### src/rtl/hwl_pkg.sv
package hwl_pkg;
    parameter int unsigned HWL_AW = 16;
    parameter int unsigned HWL_CW = 16;

    typedef struct packed {
        logic [HWL_AW-1:0] body;
        logic [HWL_AW-1:0] stop;
        logic [HWL_CW-1:0] cnt;
    } frame_t;
endpackage

### src/rtl/hwl_stack.sv
module hwl_stack
    import hwl_pkg::*;
#(
    parameter int unsigned DEPTH = 4,
    localparam int unsigned LW = $clog2(DEPTH + 1),
    localparam int unsigned IW = $clog2(DEPTH)
) (
    input  logic          clk,
    input  logic          rst_n,
    input  logic          push_i,
    input  frame_t        push_frame_i,
    input  logic          pop_i,
    input  logic          dec_i,
    output frame_t        top_o,
    output logic [LW-1:0] level_o,
    output logic          empty_o,
    output logic          full_o
);
    typedef struct {
        frame_t        mem [DEPTH];
        logic [LW-1:0] lvl;
    } stk_t;

    stk_t          st_d, st_q;
    logic [IW-1:0] top_idx, push_idx;

    always_comb begin
        st_d     = st_q;
        top_idx  = IW'(st_q.lvl - LW'(1));
        push_idx = IW'(st_q.lvl);
        if (pop_i && st_q.lvl != '0) begin
            st_d.lvl = st_q.lvl - LW'(1);
        end else if (push_i && st_q.lvl != LW'(DEPTH)) begin
            st_d.mem[push_idx] = push_frame_i;
            st_d.lvl           = st_q.lvl + LW'(1);
        end else if (dec_i && st_q.lvl != '0) begin
            st_d.mem[top_idx].cnt = st_q.mem[top_idx].cnt - HWL_CW'(1);
        end
    end

    always_ff @(posedge clk) begin
        if (!rst_n) begin
            st_q.lvl <= '0;
            for (int i = 0; i < DEPTH; i++) begin
                st_q.mem[i] <= '0;
            end
        end else begin
            st_q <= st_d;
        end
    end

    assign top_o   = st_q.mem[top_idx];
    assign level_o = st_q.lvl;
    assign empty_o = (st_q.lvl == '0);
    assign full_o  = (st_q.lvl == LW'(DEPTH));
endmodule

### src/rtl/hwl_match.sv
module hwl_match
    import hwl_pkg::*;
(
    input  logic              armed_i,
    input  logic              fetch_valid_i,
    input  logic [HWL_AW-1:0] fetch_pc_i,
    input  frame_t            frame_i,
    output logic              hit_o,
    output logic              last_o
);
    logic [HWL_AW-1:0] tail_pc;

    always_comb begin
        tail_pc = frame_i.stop - HWL_AW'(1);
        hit_o   = armed_i && fetch_valid_i && (fetch_pc_i == tail_pc);
        last_o  = (frame_i.cnt == HWL_CW'(1));
    end
endmodule

### src/rtl/hw_loop_ctrl.sv
module hw_loop_ctrl
    import hwl_pkg::*;
#(
    parameter int unsigned DEPTH = 4,
    localparam int unsigned AW = HWL_AW,
    localparam int unsigned CW = HWL_CW,
    localparam int unsigned LW = $clog2(DEPTH + 1)
) (
    input  logic          clk,
    input  logic          rst_n,
    input  logic          start_i,
    input  logic [CW-1:0] start_cnt_i,
    input  logic [AW-1:0] start_body_i,
    input  logic [AW-1:0] start_end_i,
    input  logic          fetch_valid_i,
    input  logic [AW-1:0] fetch_pc_i,
    input  logic          abort_i,
    output logic          redirect_o,
    output logic [AW-1:0] redirect_pc_o,
    output logic          loop_active_o,
    output logic          overflow_o
);
    typedef struct packed {
        logic          push;
        logic          pop;
        logic          dec;
        logic          redir;
        logic [AW-1:0] target;
        logic          ovf;
    } ctl_t;

    ctl_t          ctl;
    frame_t        top, new_frame;
    logic [LW-1:0] level;
    logic          empty, full, hit, last;

    hwl_stack #(.DEPTH(DEPTH)) u_stack (
        .clk          (clk),
        .rst_n        (rst_n),
        .push_i       (ctl.push),
        .push_frame_i (new_frame),
        .pop_i        (ctl.pop),
        .dec_i        (ctl.dec),
        .top_o        (top),
        .level_o      (level),
        .empty_o      (empty),
        .full_o       (full)
    );

    hwl_match u_match (
        .armed_i       (!empty),
        .fetch_valid_i (fetch_valid_i),
        .fetch_pc_i    (fetch_pc_i),
        .frame_i       (top),
        .hit_o         (hit),
        .last_o        (last)
    );

    always_comb begin
        logic zero_cnt;
        logic take_start;
        logic take_match;
        zero_cnt   = (start_cnt_i == '0);
        take_start = start_i && !abort_i;
        take_match = hit && !abort_i && !start_i;

        new_frame.body = start_body_i;
        new_frame.stop = start_end_i;
        new_frame.cnt  = start_cnt_i;

        ctl        = '0;
        ctl.target = top.body;
        if (abort_i) begin
            ctl.pop = !empty;
        end else if (take_start) begin
            if (zero_cnt) begin
                ctl.redir  = 1'b1;
                ctl.target = start_end_i;
            end else if (full) begin
                ctl.ovf = 1'b1;
            end else begin
                ctl.push = 1'b1;
            end
        end else if (take_match) begin
            if (last) begin
                ctl.pop = 1'b1;
            end else begin
                ctl.dec   = 1'b1;
                ctl.redir = 1'b1;
            end
        end
    end

    assign redirect_o    = ctl.redir;
    assign redirect_pc_o = ctl.target;
    assign loop_active_o = !empty;
    assign overflow_o    = ctl.ovf;
endmodule

### config.mk
export PLATFORM = sky130hd
export DESIGN_NAME = hw_loop_ctrl
export DESIGN_NICKNAME = d
export VERILOG_FILES = /design/src/rtl/hwl_pkg.sv /design/src/rtl/hwl_stack.sv /design/src/rtl/hwl_match.sv /design/src/rtl/hw_loop_ctrl.sv
export SDC_FILE = /design/constraint.sdc
export NUM_CORES = 1
export LEC_CHECK = 0
export BUFFER_PORTS_ARGS = -buffer_cell sky130_fd_sc_hd__clkbuf_2
export CELL_PAD_IN_SITES_DETAIL_PLACEMENT = 1
export CELL_PAD_IN_SITES_GLOBAL_PLACEMENT = 1
export CORE_UTILIZATION = 46
export CTS_CLUSTER_SIZE = 30
export DETAILED_ROUTE_END_ITERATION = 8
export GPL_TIMING_DRIVEN = 0
export HOLD_SLACK_MARGIN = 0.08
export PLACE_DENSITY_LB_ADDON = 0.1
export SLEW_MARGIN = 10
export SYNTH_ARGS = -nofsm -noshare
export SYNTH_HDL_FRONTEND = slang
export SYNTH_SLANG_ARGS = --single-unit
### constraint.sdc
create_clock -name clk -period 6.4 [get_ports clk]
set_input_delay 0.96 -clock clk [delete_from_list [all_inputs] [get_ports clk]]
set_output_delay 0.96 -clock clk [all_outputs]
set_load 0.01 [all_outputs]
==> metrics list <==
* Tightest slew margin relative to the limit: 0.191
- Of the synthesized area, sequential elements account for 0.378.
- Final Hold Violating Endpoints: 0
- Total of fill cells in the finished design: 2,697
* Crit end category: output port
- Weighted congestion reported at the end of routability-driven placement: 0.987
- TritonCTS built the clock tree.
- During synthesis, Yosys emitted a total of 0 warnings.
* Most common cell after layout, fill and taps aside: nand2_1
* Post-synthesis cell type with the largest combined area: dfxtp_1
- Actual transition at the worst max-transition pin: 1210 ps
- Share of power burned in combinational logic: 0.351
* Sink Count: 195
- Maximum net fanout on the critical path: 10
- Number of diodes: 0
- The initial utilization of the core area, before any placement, comes to 0.472.
- The first global-routing pass estimated 62,000 µm of wire.
- DP Wirelength: 28,400 µm
- Number of max-slew violations in the final report: 0
- Clock tree synthesis selected as its root buffer the cell clkbuf_16.
- Total power consumption of the routed design: 3840 µW
- On the final layout, the worst clock skew is 16.4 ps.
- Max Freq: 160 MHz
* Setup Viol. Count Final: 0
- Max clock buf depth: 2
- Post-Synthesis Mean Instance Area: 8.43 µm²
* Number of unique standard cell types used by synthesis: 61
- WL final: 39,900 µm
* Part of the total power dissipated in the clock network: 0.292
* Unrepaired setup endpoints after global routing: false
* Initial DRC count: 818
* Internal power of the cells: 2340 µW
- Worst min path class: flip-flop to flip-flop
- The share of total power dissipated in sequential elements is 0.356.
- The library cells used most frequently in the layout, excluding fill and tap cells, are 352 x nand2_1, 194 x dfxtp_1, 172 x a21oi_1.
* Slack of the critical path: 144 ps
- Subtracting the final worst setup slack from the clock period gives 6260 ps.
- The floorplan step set the die width to 152 µm.
- The tool flagged a number of max-cap violations equal to 0.
- The floorplan step set the die height to 152 µm.
* Die ar.: 23,000 µm²
* Share of Yosys cell area claimed by the top area cell type: 0.378
- Clock Latency Late Sink: 450 ps
* Largest cells by area after synthesis: dfxtp_1 38%, nand2_1 13%, mux4_2 11%, a21oi_1 8.3%, clkbuf_1 2.6%
* Hold Crit Depth: 2
- The critical path is of the flip-flop to output port type.
* Number of flip-flops and latches in the synthesized netlist: 195
- Worst Setup Start Kind: flip-flop
- Summing all flip-flop and latch instances after layout gives 3910 µm².
- Entering global routing, the biggest net connects 22 pins.
- Of the total power, the share spent switching nets is 0.390.
- DR vias: 10,173
- Yosys mapped a number of flops with a built-in enable equal to 0.
* All-Layer GR Usage: 0.350
* Signal arrival time at the worst endpoint: 5300 ps
- Row generation in the floorplan step produced 54 rows.
- Timing analysis after detailed placement gives a worst setup slack of -1140 ps.
- The run finished with clean final reports.
* Leakage power total: 0.00427 µW
* Share of synthesized flip-flops with an asynchronous set or reset: 0
- Number of CTS-inserted buffers: 17
* Instance count of the mapped netlist: 1,224
* Synthesis-to-finish area growth: 14.6%
- Placeable core region: 21,900 µm²
* Critical path data required time: 5440 ps
- Synthesis produced a netlist with a net count of 1,304.
* Reg clk slew, reported paths: 80 ps
* Detail Route Antenna Nets: 0
- During I/O placement, the number of pins put on the boundary was 88.
- Vias in the first global route: 10,560
- Of the cells placed in the final design, the portion with a size suffix greater than 1 is 0.187.
- In the finished design, the share of the clock period the worst path needs comes to 0.977.
- Max rail drop VDD: 0.190 mV
- Dominant register cell in the synthesized netlist: dfxtp_1
* Initial antenna violation count: 0
- Pwr per Cell Area: 324 nW/µm²
- The H-tree was split into 4 levels.
- During placement, the flow inserted port buffers numbering 86.
* Total Nets Final: 1,416
- Cell area after synthesis: 10,300 µm²
- Global routing finished with a remaining overflow of 0.
- After detailed routing, the average wire length per cell comes to 24.5 µm.
* DR vias/cell: 6.24
- Number of optimization iterations in the first detailed-route pass: 5
* Net switching power: 1500 µW
- Total area of multi-input combinational cells: 5940 µm²
- Counting cells, the worst reg-to-reg path comes to 19.
- Remaining DRCs: 0
## kinds of logic after synthesis
logic type      share of synthesized area
compound gates                      0.159
fa+ha+maj                          0.0133
xor+xnor                           0.0280
buf+inv                            0.0482
flops                               0.378
simple gates                        0.228
mux                                 0.146
## what timing repair did
| action | CTS | global route |
|---|---|---|
| hold buffers | 0 | 0 |
| cloned | 0 | 0 |
| endpoints found under the setup margin | 84 | 1 |
| gates resized for setup | 18 | 4 |
| setup buffers | 6 | 1 |
| endpoints found under the hold margin | 0 | 0 |
| pin swaps | 3 | 2 |
## metrics by stage
| step | hold slack, ps | TNS [ps] | util | cells | cell area (µm²) |
|---|---|---|---|---|---|
| finish | 457 | 0 | 0.541 | 1629 | 11800 |
| global route | 475 | 0 | 0.541 | 1629 | 11800 |
| CTS | 459 | 0 | 0.540 | 1628 | 11800 |
| detailed placement | 448 | -45810 | 0.507 | 1590 | 11100 |
| global placement | 439 | -39210 | 0.507 | 1590 | 11100 |
| floorplan | 433 | 0 | - | 1224 | 10300 |
## Yosys cell counts (15+ instances only)
cell type,instances
mux2i_1,22
mux2_2,16
o221ai_1,15
o21ai_0,41
mux4_2,49
nor2_1,23
dfxtp_1,195
xnor2_1,21
nor3_2,20
a21oi_1,172
nand2_1,352
nor3_1,43
clkbuf_1,72
## power groups by stage
stage	logic [µW]	registers (µW)	clock network, µW
after floorplan	874	1370	0
after detailed placement	1270	1390	0
final	1350	1370	1120
after CTS	1310	1360	1130
after global routing	1440	1380	1180
after global placement	1230	1390	0
## state kept, by name (all words and copies together), names as in the netlist
| register | cells |
|---|---|
| u_stack.level_o | 3 |
| u_stack.st_q | 192 |
## routing by layer
metal	global-route usage	vias up	wire, µm	share of wire
li1	-	4538	-	-
met1	0.456	5125	16800	0.42
met2	0.579	417	19100	0.48
met3	0.0556	93	2620	0.066
met4	0.140	0	1270	0.032
met5	0	-	0	0
## final timing paths
check,startpoint,endpoint,slack (ps)
worst max register to register,u_stack.level_o[0],u_stack.st_q[6],740
worst min register to register,u_stack.st_q[194],u_stack.st_q[194],460
worst min-delay path,u_stack.st_q[194],u_stack.st_q[194],460
worst max-delay path,u_stack.level_o[0],redirect_o,140
## area by class of cell
cell class | count | area share
Buffer | 98 | 0.0408
Clock buffer | 18 | 0.0371
Clock inverter | 14 | 0.0147
Inverter | 14 | 0.00476
Multi-Input combinational cell | 917 | 0.502
Sequential cell | 195 | 0.330
Tap cell | 280 | 0.0296
Timing Repair Buffer | 93 | 0.0408
## critical path, stage by stage, from the launching register on
cell and delay [ps]:
dfxtp_2 390, buf_6 200, buf_8 200, buf_8 200, clkinvlp_4 140, ha_1 290, buf_2 240, mux4_2 400
or3_4 460, or4_1 470, clkbuf_1 170, or3b_2 500, mux2i_2 200, a211o_1 380, nor3_4 280, or2_2 170
clkbuf_2 130
(Power assumes the default switching activity.)
